==> src/rtl/pcif_pkg.sv <==
package pcif_pkg;
  localparam int BYTE_W = 8;
  localparam int OPC_W  = 4;

  localparam logic [3:0] ID_TYPE = 4'b0101;
  localparam logic [2:0] ID_FIX  = 3'b110;

  localparam logic [OPC_W-1:0] OPC_RD_WIPER = 4'b1001;
  localparam logic [OPC_W-1:0] OPC_WR_WIPER = 4'b1010;
  localparam logic [OPC_W-1:0] OPC_RD_REG   = 4'b1011;
  localparam logic [OPC_W-1:0] OPC_WR_REG   = 4'b1100;
  localparam logic [OPC_W-1:0] OPC_REG2WIP  = 4'b1101;
  localparam logic [OPC_W-1:0] OPC_WIP2REG  = 4'b1110;
  localparam logic [OPC_W-1:0] OPC_STEP     = 4'b0010;
  localparam logic [OPC_W-1:0] OPC_RD_STAT  = 4'b0101;

  typedef enum logic [2:0] {
    ST_IDLE, ST_ID, ST_INSTR, ST_WDATA, ST_RDATA, ST_STEP, ST_ARMED, ST_DROP
  } fsm_t;

  typedef enum logic [2:0] {
    CM_NONE, CM_WIPER, CM_REG, CM_R2W, CM_W2R
  } commit_t;

  typedef enum logic [1:0] {
    RS_WIPER, RS_REG, RS_STAT
  } rdsrc_t;
endpackage

==> src/rtl/pcif_edges.sv <==
module pcif_edges (
  input  logic clk,
  input  logic rst_n,
  input  logic sck,
  input  logic cs_n,
  input  logic hold_n,
  output logic sel,
  output logic paused,
  output logic sck_rise,
  output logic sck_fall,
  output logic cs_fall,
  output logic cs_rise
);
  logic sck_q, cs_q, sel_q, paused_q;
  logic sel_d, paused_d;
  logic live;

  // cs_q resets low: a select that is already low at reset never counts as a fall
  assign cs_fall  = cs_q & ~cs_n;
  assign cs_rise  = sel_q & cs_n;
  assign live     = sel_q & ~cs_n & ~paused_q;
  assign sck_rise = live & sck & ~sck_q;
  assign sck_fall = live & ~sck & sck_q;
  assign sel      = sel_q;
  assign paused   = paused_q;

  always_comb begin
    sel_d    = sel_q;
    paused_d = paused_q;
    if (cs_fall) begin
      sel_d = 1'b1;
    end else if (cs_n) begin
      sel_d = 1'b0;
    end
    if (!sel_q || cs_n) begin
      paused_d = 1'b0;
    end else if (!sck) begin
      paused_d = ~hold_n;
    end
  end

  always_ff @(posedge clk or negedge rst_n) begin
    if (!rst_n) begin
      sck_q    <= 1'b0;
      cs_q     <= 1'b0;
      sel_q    <= 1'b0;
      paused_q <= 1'b0;
    end else begin
      sck_q    <= sck;
      cs_q     <= cs_n;
      sel_q    <= sel_d;
      paused_q <= paused_d;
    end
  end

  AST_SEL_AFTER_FALL: assert property (@(posedge clk) disable iff (!rst_n)
    $rose(sel_q) |-> $past(cs_q));

  AST_PAUSE_CLOCK_LOW: assert property (@(posedge clk) disable iff (!rst_n)
    $rose(paused_q) |-> !$past(sck));
endmodule

==> src/rtl/pcif_decoder.sv <==
module pcif_decoder
  import pcif_pkg::*;
#(
  parameter int DATA_W = 6,
  parameter int PTR_W  = 2
) (
  input  logic              clk,
  input  logic              rst_n,
  input  logic              sck_rise,
  input  logic              cs_fall,
  input  logic              cs_rise,
  input  logic              si,
  input  logic              dev_addr,
  output logic              out_phase,
  output rdsrc_t            rd_src,
  output logic [PTR_W-1:0]  reg_sel,
  output logic [DATA_W-1:0] wdata,
  output logic              wiper_load,
  output logic              reg_write,
  output logic              reg_to_wiper,
  output logic              wiper_to_reg,
  output logic              step_pulse,
  output logic              step_up
);
  localparam int IDX_W   = $clog2(BYTE_W);
  localparam int PTR_LSB = BYTE_W - OPC_W - PTR_W;
  localparam logic [IDX_W-1:0] IDX_LAST = IDX_W'(BYTE_W - 1);

  fsm_t                state_q, state_d;
  commit_t             pend_q, pend_d;
  rdsrc_t              src_q, src_d;
  logic [IDX_W-1:0]    idx_q, idx_d;
  logic [BYTE_W-2:0]   sh_q, sh_d;
  logic [PTR_W-1:0]    ptr_q, ptr_d;
  logic [DATA_W-1:0]   wd_q, wd_d;
  logic                wl_q, wl_d, rw_q, rw_d, r2w_q, r2w_d, w2r_q, w2r_d;
  logic                stp_q, stp_d, up_q, up_d;
  logic [BYTE_W-1:0]   byte_now;
  logic [OPC_W-1:0]    opc;
  logic                last;

  assign byte_now = {sh_q, si};
  assign opc      = byte_now[BYTE_W-1 -: OPC_W];
  assign last     = (idx_q == IDX_LAST);

  always_comb begin
    state_d = state_q;
    pend_d  = pend_q;
    src_d   = src_q;
    idx_d   = idx_q;
    sh_d    = sh_q;
    ptr_d   = ptr_q;
    wd_d    = wd_q;
    up_d    = up_q;
    wl_d    = 1'b0;
    rw_d    = 1'b0;
    r2w_d   = 1'b0;
    w2r_d   = 1'b0;
    stp_d   = 1'b0;
    if (cs_fall) begin
      state_d = ST_ID;
      pend_d  = CM_NONE;
      idx_d   = '0;
    end else if (cs_rise) begin
      if (state_q == ST_ARMED) begin
        case (pend_q)
          CM_WIPER: wl_d  = 1'b1;
          CM_REG:   rw_d  = 1'b1;
          CM_R2W:   r2w_d = 1'b1;
          CM_W2R:   w2r_d = 1'b1;
          default:  ;
        endcase
      end
      state_d = ST_IDLE;
    end else if (sck_rise) begin
      idx_d = idx_q + 1'b1;
      sh_d  = byte_now[BYTE_W-2:0];
      case (state_q)
        ST_ID: begin
          if (last) begin
            if (byte_now == {ID_TYPE, ID_FIX, dev_addr}) state_d = ST_INSTR;
            else                                         state_d = ST_DROP;
          end
        end
        ST_INSTR: begin
          if (last) begin
            ptr_d = byte_now[PTR_LSB +: PTR_W];
            case (opc)
              OPC_RD_WIPER: begin state_d = ST_RDATA; src_d = RS_WIPER; end
              OPC_RD_REG:   begin state_d = ST_RDATA; src_d = RS_REG;   end
              OPC_RD_STAT:  begin state_d = ST_RDATA; src_d = RS_STAT;  end
              OPC_WR_WIPER: begin state_d = ST_WDATA; pend_d = CM_WIPER; end
              OPC_WR_REG:   begin state_d = ST_WDATA; pend_d = CM_REG;   end
              OPC_REG2WIP:  begin state_d = ST_ARMED; pend_d = CM_R2W;   end
              OPC_WIP2REG:  begin state_d = ST_ARMED; pend_d = CM_W2R;   end
              OPC_STEP:     state_d = ST_STEP;
              default:      state_d = ST_DROP;
            endcase
          end
        end
        ST_WDATA: begin
          if (last) begin
            wd_d    = byte_now[DATA_W-1:0];
            state_d = ST_ARMED;
          end
        end
        ST_STEP: begin
          stp_d = 1'b1;
          up_d  = si;
        end
        default: ;
      endcase
    end
  end

  always_ff @(posedge clk or negedge rst_n) begin
    if (!rst_n) begin
      state_q <= ST_IDLE;
      pend_q  <= CM_NONE;
      src_q   <= RS_WIPER;
      idx_q   <= '0;
      sh_q    <= '0;
      ptr_q   <= '0;
      wd_q    <= '0;
      wl_q    <= 1'b0;
      rw_q    <= 1'b0;
      r2w_q   <= 1'b0;
      w2r_q   <= 1'b0;
      stp_q   <= 1'b0;
      up_q    <= 1'b0;
    end else begin
      state_q <= state_d;
      pend_q  <= pend_d;
      src_q   <= src_d;
      idx_q   <= idx_d;
      sh_q    <= sh_d;
      ptr_q   <= ptr_d;
      wd_q    <= wd_d;
      wl_q    <= wl_d;
      rw_q    <= rw_d;
      r2w_q   <= r2w_d;
      w2r_q   <= w2r_d;
      stp_q   <= stp_d;
      up_q    <= up_d;
    end
  end

  assign out_phase    = (state_q == ST_RDATA);
  assign rd_src       = src_q;
  assign reg_sel      = ptr_q;
  assign wdata        = wd_q;
  assign wiper_load   = wl_q;
  assign reg_write    = rw_q;
  assign reg_to_wiper = r2w_q;
  assign wiper_to_reg = w2r_q;
  assign step_pulse   = stp_q;
  assign step_up      = up_q;

  AST_ONE_STROBE: assert property (@(posedge clk) disable iff (!rst_n)
    $onehot0({wl_q, rw_q, r2w_q, w2r_q, stp_q}));

  AST_COMMIT_ON_DESELECT: assert property (@(posedge clk) disable iff (!rst_n)
    (wl_q | rw_q | r2w_q | w2r_q) |-> $past(cs_rise));

  AST_STEP_ON_EDGE: assert property (@(posedge clk) disable iff (!rst_n)
    stp_q |-> $past(sck_rise));

  AST_DROP_SILENT: assert property (@(posedge clk) disable iff (!rst_n)
    (state_q == ST_DROP) |=> !(wl_q | rw_q | r2w_q | w2r_q | stp_q));
endmodule

==> src/rtl/pcif_txshift.sv <==
module pcif_txshift
  import pcif_pkg::*;
#(
  parameter int DATA_W = 6
) (
  input  logic              clk,
  input  logic              rst_n,
  input  logic              sck_fall,
  input  logic              out_phase,
  input  rdsrc_t            rd_src,
  input  logic [DATA_W-1:0] wiper_val,
  input  logic [DATA_W-1:0] reg_val,
  input  logic              busy,
  output logic              so_bit
);
  logic [BYTE_W-1:0] val;
  logic [BYTE_W-1:0] tx_q, tx_d;
  logic              first_q, first_d;
  logic              so_q, so_d;

  always_comb begin
    case (rd_src)
      RS_WIPER: val = BYTE_W'(wiper_val);
      RS_REG:   val = BYTE_W'(reg_val);
      default:  val = BYTE_W'(busy);
    endcase
  end

  always_comb begin
    tx_d    = tx_q;
    first_d = first_q;
    so_d    = so_q;
    if (!out_phase) begin
      first_d = 1'b1;
    end else if (sck_fall) begin
      first_d = 1'b0;
      if (first_q) begin
        so_d = val[BYTE_W-1];
        tx_d = {val[BYTE_W-2:0], 1'b0};
      end else begin
        so_d = tx_q[BYTE_W-1];
        tx_d = {tx_q[BYTE_W-2:0], 1'b0};
      end
    end
  end

  always_ff @(posedge clk or negedge rst_n) begin
    if (!rst_n) begin
      tx_q    <= '0;
      first_q <= 1'b1;
      so_q    <= 1'b0;
    end else begin
      tx_q    <= tx_d;
      first_q <= first_d;
      so_q    <= so_d;
    end
  end

  assign so_bit = so_q;

  AST_SO_ON_FALL: assert property (@(posedge clk) disable iff (!rst_n)
    !$past(sck_fall) |-> $stable(so_q));
endmodule

==> src/rtl/potcmd_if.sv <==
module potcmd_if
  import pcif_pkg::*;
#(
  parameter int DATA_W = 6,
  parameter int NREG   = 4
) (
  input  logic                     clk,
  input  logic                     rst_n,
  input  logic                     spi_sck,
  input  logic                     spi_cs_n,
  input  logic                     spi_si,
  input  logic                     spi_hold_n,
  input  logic                     dev_addr,
  output logic                     spi_so,
  output logic                     spi_so_oe,
  input  logic [DATA_W-1:0]        wiper_cur,
  input  logic [DATA_W-1:0]        reg_rdata,
  input  logic                     nv_busy,
  output logic [$clog2(NREG)-1:0]  reg_sel,
  output logic [DATA_W-1:0]        wdata,
  output logic                     wiper_load,
  output logic                     reg_write,
  output logic                     reg_to_wiper,
  output logic                     wiper_to_reg,
  output logic                     step_pulse,
  output logic                     step_up
);
  localparam int PTR_W = $clog2(NREG);

  logic [1:0] rst_pipe;
  logic       rst_s;
  logic       sel, paused, sck_rise, sck_fall, cs_fall, cs_rise;
  logic       out_phase;
  rdsrc_t     rd_src;

  always_ff @(posedge clk or negedge rst_n) begin
    if (!rst_n) rst_pipe <= 2'b00;
    else        rst_pipe <= {rst_pipe[0], 1'b1};
  end
  assign rst_s = rst_pipe[1];

  pcif_edges u_edges (
    .clk      (clk),
    .rst_n    (rst_s),
    .sck      (spi_sck),
    .cs_n     (spi_cs_n),
    .hold_n   (spi_hold_n),
    .sel      (sel),
    .paused   (paused),
    .sck_rise (sck_rise),
    .sck_fall (sck_fall),
    .cs_fall  (cs_fall),
    .cs_rise  (cs_rise)
  );

  pcif_decoder #(.DATA_W(DATA_W), .PTR_W(PTR_W)) u_dec (
    .clk          (clk),
    .rst_n        (rst_s),
    .sck_rise     (sck_rise),
    .cs_fall      (cs_fall),
    .cs_rise      (cs_rise),
    .si           (spi_si),
    .dev_addr     (dev_addr),
    .out_phase    (out_phase),
    .rd_src       (rd_src),
    .reg_sel      (reg_sel),
    .wdata        (wdata),
    .wiper_load   (wiper_load),
    .reg_write    (reg_write),
    .reg_to_wiper (reg_to_wiper),
    .wiper_to_reg (wiper_to_reg),
    .step_pulse   (step_pulse),
    .step_up      (step_up)
  );

  pcif_txshift #(.DATA_W(DATA_W)) u_tx (
    .clk       (clk),
    .rst_n     (rst_s),
    .sck_fall  (sck_fall),
    .out_phase (out_phase),
    .rd_src    (rd_src),
    .wiper_val (wiper_cur),
    .reg_val   (reg_rdata),
    .busy      (nv_busy),
    .so_bit    (spi_so)
  );

  assign spi_so_oe = sel & ~paused & out_phase & ~spi_cs_n;

  AST_PAUSE_FREEZES: assert property (@(posedge clk) disable iff (!rst_s)
    (paused && $past(paused)) |-> $stable(u_dec.idx_q));
endmodule

==> config.mk <==
export PLATFORM = sky130hd
export DESIGN_NAME = potcmd_if
export DESIGN_NICKNAME = d
export VERILOG_FILES = /design/src/rtl/pcif_pkg.sv /design/src/rtl/pcif_edges.sv /design/src/rtl/pcif_decoder.sv /design/src/rtl/pcif_txshift.sv /design/src/rtl/potcmd_if.sv
export SDC_FILE = /design/constraint.sdc
export NUM_CORES = 1
export LEC_CHECK = 0
export BUFFER_PORTS_ARGS = -buffer_cell sky130_fd_sc_hd__buf_2
export CORE_ASPECT_RATIO = 1.5
export CORE_MARGIN = 5
export CORE_UTILIZATION = 45
export DETAILED_ROUTE_END_ITERATION = 10
export PLACE_DENSITY = 0.63
export SLEW_MARGIN = 20
export SYNTH_ARGS = -nofsm -noshare
export SYNTH_HDL_FRONTEND = slang
export SYNTH_SLANG_ARGS = --single-unit
==> constraint.sdc <==
create_clock -name clk -period 4.05 [get_ports clk]
set_clock_uncertainty 0.05 [all_clocks]
set_input_delay 0.405 -clock clk [delete_from_list [all_inputs] [get_ports clk]]
set_output_delay 0.405 -clock clk [all_outputs]
set_load 0.005 [all_outputs]
==> metrics.txt, run 1 <==
outcome completed; worst slew margin relative to its limit a little under two fifths; largest net degree at the start of global routing 46; via count between 1500 and 2000; antenna violations before repair 0; Critical Path Start Type flop; DRC errors left 0; top routing layer in use met4; longest individual stage delay on the worst path around 0.47 ns; startpoint-to-endpoint class of the critical path reg -> out; total design power 0.9907 mW; most common library cell in the layout ignoring fill and taps sky130_fd_sc_hd__dfrtp_1; Lkg Pwr 1.307 nW; die boundary height 97.20 um; vias in the first global route 1551; layout cells sized above 1 32.19%; Detailed Route WL roughly 4 mm; effective utilization at floorplan 46.67%; core region area roughly 4900 um2; dominant synthesized flop cell sky130_fd_sc_hd__dfrtp_1; width of the chip 68.13 um; total routed wire length on the met1 layer 1.792 mm; floorplan die area 6622 um2; count of nets after finishing 254; metal2 WL 1.992 mm; library cells used by synthesis 50; Buffers on Ports 35; max cap viols 0; asr flop ratio synth 100.0%; First DRT Iteration DRCs 57; cell breakdown of the critical path or3b_1, nor3_4, buf_2; Sinks on Clock Net 47; buffer levels on the longest clock path 2; H-tree depth reported by CTS 2; register area share after synthesis 51.62%; Hold Fails Final Rpt 0; pwr/cell area 375.8 nW/um2; count of TritonRoute iterations in the first routing pass 4; Final Cycle Share 51.34%; number of warnings printed during yosys synthesis 0; highest-count cells in the layout ignoring fill and taps sky130_fd_sc_hd__dfrtp_1 (45), sky130_fd_sc_hd__buf_2 (35), sky130_fd_sc_hd__nor2_1 (21); Root Buffer sky130_fd_sc_hd__clkbuf_8; setup TNS 0 ns; crit path capture type output pin; total count of max-transition violations in the final report 0; Mapped Cells roughly 200; netlist area before placement about 2300 um2; number of primary I/O pins 36; met3 wire length 159 um; instance area after placement 2490 um2; final weighted congestion in routability-driven placement 0.7313; Syn Area/Cell 11.52 um2; fillers 468; critical path arrival around 1.6 ns; total non-filler cell area in the finished layout roughly 2600 um2; post-place setup slack 2.011 ns; number of buffers created by CTS 5; Post-CTS Setup Bufs 0; number of cells upsized or downsized after cts 0; worst slew pin tran 0.9333 ns; clock latency reported for the late side of the worst-skew pair 0.30 ns; setup repair after global routing missed its margin no; biggest fanout along the worst timing path 8; shortest clock period the worst path allows after layout 2.079 ns; Cell Rows 31; type of the worst min-delay path in -> reg; Post-Syn Nets 220; minimum setup slack in the final design 1.971 ns; DR WL/cell 13.51 um; post-detail-place hpwl just under 3 mm; first-pass GRT wire length around 7.0 mm; Worst VDD drop 348.4 uV; clock tree from TritonCTS done; top achievable clock speed 0.4810 GHz; number of enable flip-flop cells after synthesis 0; clock-pin slew reported for the worst setup and hold paths after clock tree synthesis 0.08 ns; aggregate global-route resource usage 13.71%; Worst path slowest cell sky130_fd_sc_hd__or3b_1; count of nets left with antenna violations after detail routing 0; diodes inserted 0; via count normalized by instance count 5.030; layout overhead on the synthesized area 15.58%; endpoint required time on the critical path 3.60 ns; Yosys reg bits 47; # setup viols final 0; total global routing overflow 0; final cell count without fillers 299; cell count after placement 290
==> cell families (layout without fill, tap and decap cells) <==
| group | Yosys count | count (layout) | share of synthesized area, % |
|---|---|---|---|
| xor gates and xnor gates | 4 | 4 | 1.536 |
| muxes | 28 | 28 | 14.26 |
| buffers and inverters | 16 | 51 | 3.346 |
| adders and majority gates | 2 | 2 | 1.097 |
| AOI/OAI and AO/OA | 30 | 30 | 8.612 |
| other | 1 | 1 | 0.1644 |
| and+or+nand+nor | 70 | 70 | 19.36 |
| DFF | 47 | 47 | 51.62 |
==> per-layer routing <==
metal	track usage, %	up-vias
li1	-	760
met1	17.58	708
met2	21.62	27
met3	3.472	9
met4	5.360	0
met5	0	-
==> cells in the mapped netlist (3+ instances only) <==
library cell,n,share of area (%)
sky130_fd_sc_hd__nand2_1,11,1.8
sky130_fd_sc_hd__nor2_1,21,3.5
sky130_fd_sc_hd__mux2_4,6,3.9
sky130_fd_sc_hd__inv_1,7,1.2
sky130_fd_sc_hd__a21oi_1,5,1.1
sky130_fd_sc_hd__o22ai_1,5,1.4
sky130_fd_sc_hd__mux2i_1,10,4.4
sky130_fd_sc_hd__dfrtp_1,46,50
sky130_fd_sc_hd__nand2b_1,5,1.4
sky130_fd_sc_hd__nor2b_1,5,1.4
sky130_fd_sc_hd__o21ai_0,5,1.1
sky130_fd_sc_hd__mux2_2,10,4.9
sky130_fd_sc_hd__xnor2_1,3,1.2
sky130_fd_sc_hd__nor3_1,3,0.66
sky130_fd_sc_hd__clkbuf_1,5,0.82
sky130_fd_sc_hd__o21ai_1,4,0.88
sky130_fd_sc_hd__a21oi_2,4,1.5
==> area by class of cell <==
cell class,instances,area (um2),area share [%]
clock buffer,5,68.82,2.610
tap,66,82.58,3.132
inverter,7,26.28,0.9967
timing repair buffer,36,185.2,7.024
clock inverter,3,67.56,2.563
sequential,47,1179,44.71
multi-input combinational,135,1027,38.97
==> worst paths after layout <==
path | startpoint | endpoint | slack [ns] | depth (start not counted)
hold reg to reg | rst_pipe[0]$_DFF_PN0_ | rst_pipe[1]$_DFF_PN0_ | 0.30 | 0
hold / removal | spi_sck | u_edges.sck_q$_DFF_PN0_ | 0.22 | 1
max in group asynchronous | rst_pipe[1]$_DFF_PN0_ | u_edges.sel$_DFFE_PN0P_ | 2.99 | 0
min in group asynchronous | rst_n | rst_pipe[1]$_DFF_PN0_ | 0.35 | 2
setup / recovery | u_dec.state_q[1]$_DFFE_PN0P_ | spi_so_oe | 1.97 | 3
setup reg to reg | u_dec.state_q[1]$_DFFE_PN0P_ | u_tx.tx_q[6]$_DFFE_PN0P_ | 2.13 | 4
==> worst max-delay path, delay by kind of cell (launching register included) <==
family	cells	cell delay [ns]
and+or+nand+nor	2	0.72
buffers and inverters	1	0.16
DFF	1	0.45
==> report_power, final <==
part	switching (mW)	internal, mW
Combinational	0.0305	0.0360
Clock	0.158	0.246
Sequential	0.0309	0.489
Total	0.219	0.771
==> through the flow <==
stage | utilization, % | hold WS [ns]
3_3_place_gp | 50.95 | 0.1420
5_1_grt | 53.94 | 0.2103
3_5_place_dp | 50.95 | 0.1425
4_1_cts | 53.94 | 0.2114
6_report | 53.94 | 0.2159
2_1_floorplan | - | 0.05941
==> timing repair <==
action | 4_1_cts | 5_1_grt
hold endpoints to repair | 2 | 0
setup endpoints to repair | 0 | 0
hold buffers | 1 | 0
Note: power is estimated with default switching activity, not from simulation.
==> inputs of run 2 (changes only) <==
--- a/config.mk
+++ b/config.mk
@@ -10,7 +10,7 @@
 export CORE_MARGIN = 5
 export CORE_UTILIZATION = 45
 export DETAILED_ROUTE_END_ITERATION = 10
-export PLACE_DENSITY = 0.63
+export PLACE_DENSITY = 0.65
 export SLEW_MARGIN = 20
 export SYNTH_ARGS = -nofsm -noshare
 export SYNTH_HDL_FRONTEND = slang
==> constraint.sdc (replaced) <==
create_clock -name clk -period 1.88 [get_ports clk]
set_clock_uncertainty 0.05 [all_clocks]
set_input_delay 0.188 -clock clk [delete_from_list [all_inputs] [get_ports clk]]
set_output_delay 0.188 -clock clk [all_outputs]
set_load 0.005 [all_outputs]
==> run 2 against run 1 <==
Compared with the run above: global-route usage up 0.72 points; count of clock-buffer cells in the layout increased by 3; routed wire length grew 2.6%; sequential cell count is the same; power grew 96%; combinational power rose to 3.0 times the previous value; critical path type is now reg -> reg; critical endpoint is now u_dec.wdata[3]$_DFFE_PN0P_; largest cell class unchanged.
==> metrics.txt, run 2 (same netlist as run 1, synthesis figures left out) <==
Buffers on Ports 35 (unchanged); longest individual stage delay on the worst path 0.51 ns (+0.04 ns); shortest clock period the worst path allows after layout 1.875 ns; startpoint-to-endpoint class of the critical path reg -> reg; critical path arrival 2.01 ns (+0.39 ns); total routed wire length on the met1 layer 1.746 mm (-2.6%); layout cells sized above 1 37.05% (+4.9 points); type of the worst min-delay path in -> reg; effective utilization at floorplan 46.67% (unchanged); Critical Path Start Type flop; aggregate global-route resource usage 14.42% (+0.72 points); setup TNS 0 ns (unchanged); DR WL/cell 13.08 um (-3.2%); diodes inserted 0 (unchanged); clock-pin slew reported for the worst setup and hold paths after clock tree synthesis 0.08 ns (about the same); endpoint required time on the critical path 2.01 ns (-1.59 ns); met3 wire length 168 um (+5.7%); crit path capture type flop; via count 1563 (+3.9%); Most common cell on crit path sky130_fd_sc_hd__ha_1; largest net degree at the start of global routing 24 (-48%); clock latency reported for the late side of the worst-skew pair 0.29 ns (about the same); outcome completed; metal2 WL 2.104 mm (+5.6%); max cap viols 0 (unchanged); worst slew pin tran 0.5199 ns (-0.4134 ns); setup repair after global routing missed its margin yes; total non-filler cell area in the finished layout 2769 um2 (+5.0%); final weighted congestion in routability-driven placement 0.8312 (+14%); Cell Rows 31 (unchanged); Detailed Route WL 4.146 mm (+2.6%); number of buffers created by CTS 5 (unchanged); count of nets after finishing 272 (+7.1%); count of TritonRoute iterations in the first routing pass 4 (unchanged); most common library cell in the layout ignoring fill and taps sky130_fd_sc_hd__dfrtp_1; buffer levels on the longest clock path 2 (unchanged); cell breakdown of the critical path ha_1, ha_1, and2b_2, nand2_2, or4_4, mux2_4; H-tree depth reported by CTS 2 (unchanged); Hold Fails Final Rpt 0 (unchanged); Final Cycle Share 99.75%; instance area after placement 2628 um2 (+5.5%); Sinks on Clock Net 47 (unchanged); first-pass GRT wire length 7.396 mm (+5.3%); top achievable clock speed 0.5333 GHz; post-detail-place hpwl 3.180 mm (+10%); number of primary I/O pins 36 (unchanged); core region area 4887 um2 (unchanged); vias in the first global route 1625 (+4.8%); Worst VDD drop 519.1 uV (+49%); Worst path slowest cell sky130_fd_sc_hd__or4_4; Root Buffer sky130_fd_sc_hd__clkbuf_8; Lkg Pwr 1.395 nW (+6.7%); total count of max-transition violations in the final report 0 (unchanged); die boundary height 97.20 um (unchanged); biggest fanout along the worst timing path 6 (-2); count of nets left with antenna violations after detail routing 0 (unchanged); via count normalized by instance count 4.931 (-2.0%); pwr/cell area 702.6 nW/um2 (+87%); First DRT Iteration DRCs 32 (-44%); layout overhead on the synthesized area 21.39%; # setup viols final 0 (unchanged); antenna violations before repair 0 (unchanged); DRC errors left 0 (unchanged); worst slew margin relative to its limit 65.34% (+28 points); clock tree from TritonCTS done; total global routing overflow 0 (unchanged); floorplan die area 6622 um2 (unchanged); highest-count cells in the layout ignoring fill and taps sky130_fd_sc_hd__dfrtp_1 (45), sky130_fd_sc_hd__buf_2 (35), sky130_fd_sc_hd__nor2_1 (21); width of the chip 68.13 um (unchanged); top routing layer in use met4
run 2: cell types whose count changed in the layout (fill, tap and decap cells not counted):
cell,delta
sky130_fd_sc_hd__buf_4,+15
sky130_fd_sc_hd__buf_12,+2
sky130_fd_sc_hd__bufinv_16,-2
sky130_fd_sc_hd__clkbuf_8,+2
sky130_fd_sc_hd__a21oi_1,-1
sky130_fd_sc_hd__a21oi_2,+1
sky130_fd_sc_hd__clkbuf_1,+1
sky130_fd_sc_hd__clkinvlp_4,-1
sky130_fd_sc_hd__dlygate4sd3_1,+1
sky130_fd_sc_hd__or3b_1,-1
sky130_fd_sc_hd__or3b_4,+1
run 2: what timing repair did:
action | CTS | global route
hold buffers | 2 | 0
endpoints found under the setup margin | 6 | 12
setup buffers | 2 | 0
resized for setup | 0 | 2
pin swaps | 0 | 2
hold endpoints to repair | 3 | 0
run 2: area by class of cell:
cell class	instances	area, um2
clock buffers	8	100.1
repair buffers	54	347.8
flip-flops and latches	47	1179
multi-input cells	135	1033
well taps	66	82.58
fillers	455	2118
inverters	7	26.28
run 2: path summary, 6_finish.rpt:
kind	from	endpoint	slack [ns]	depth (start not counted)
min reg2reg	rst_pipe[1]$_DFF_PN0_	u_dec.step_pulse$_DFF_PN0_	0.20	0
min in group asynchronous	rst_n	rst_pipe[0]$_DFF_PN0_	0.15	2
max in group asynchronous	rst_pipe[1]$_DFF_PN0_	u_tx.first_q$_DFFE_PN1P_	1.01	1
max reg2reg	u_dec.idx_q[0]$_DFFE_PN0P_	u_dec.wdata[3]$_DFFE_PN0P_	0.005	6
max	u_dec.idx_q[0]$_DFFE_PN0P_	u_dec.wdata[3]$_DFFE_PN0P_	0.005	6
min	spi_cs_n	u_edges.cs_q$_DFF_PN0_	0.08	2
run 2: layer usage:
layer	track usage, %	vias to the layer above
li1	-	789
met1	18.09	734
met2	22.66	30
met3	3.472	10
met4	6.891	0
met5	0	-
run 2: metrics by stage:
stage | worst slack, ns | util [%] | power [mW] | hold slack (ns) | instances
2_1_floorplan | 0.05095 | - | 1.226 | -0.1576 | 198
3_3_place_gp | 0.02567 | 53.76 | 1.312 | -0.07690 | 305
3_5_place_dp | -0.02522 | 53.76 | 1.318 | -0.07527 | 305
4_1_cts | 0.00001377 | 56.53 | 1.974 | 0.08163 | 317
5_1_grt | -0.04359 | 56.66 | 2.057 | 0.09340 | 317
6_report | 0.004762 | 56.66 | 1.945 | 0.08495 | 317
run 2: critical path: cells and delay by family (launching register included):
family | cells | cell delay [ns]
and+or+nand+nor | 3 | 0.74
DFF | 1 | 0.36
muxes | 1 | 0.33
adders and majority gates | 2 | 0.28
run 2: power breakdown:
part | leakage, nW | switching, mW | internal [mW] | total (mW)
combinational | 0.734 | 0.0945 | 0.108 | 0.202
sequential | 0.610 | 0.0446 | 1.05 | 1.10
clock | 0.0515 | 0.309 | 0.335 | 0.644
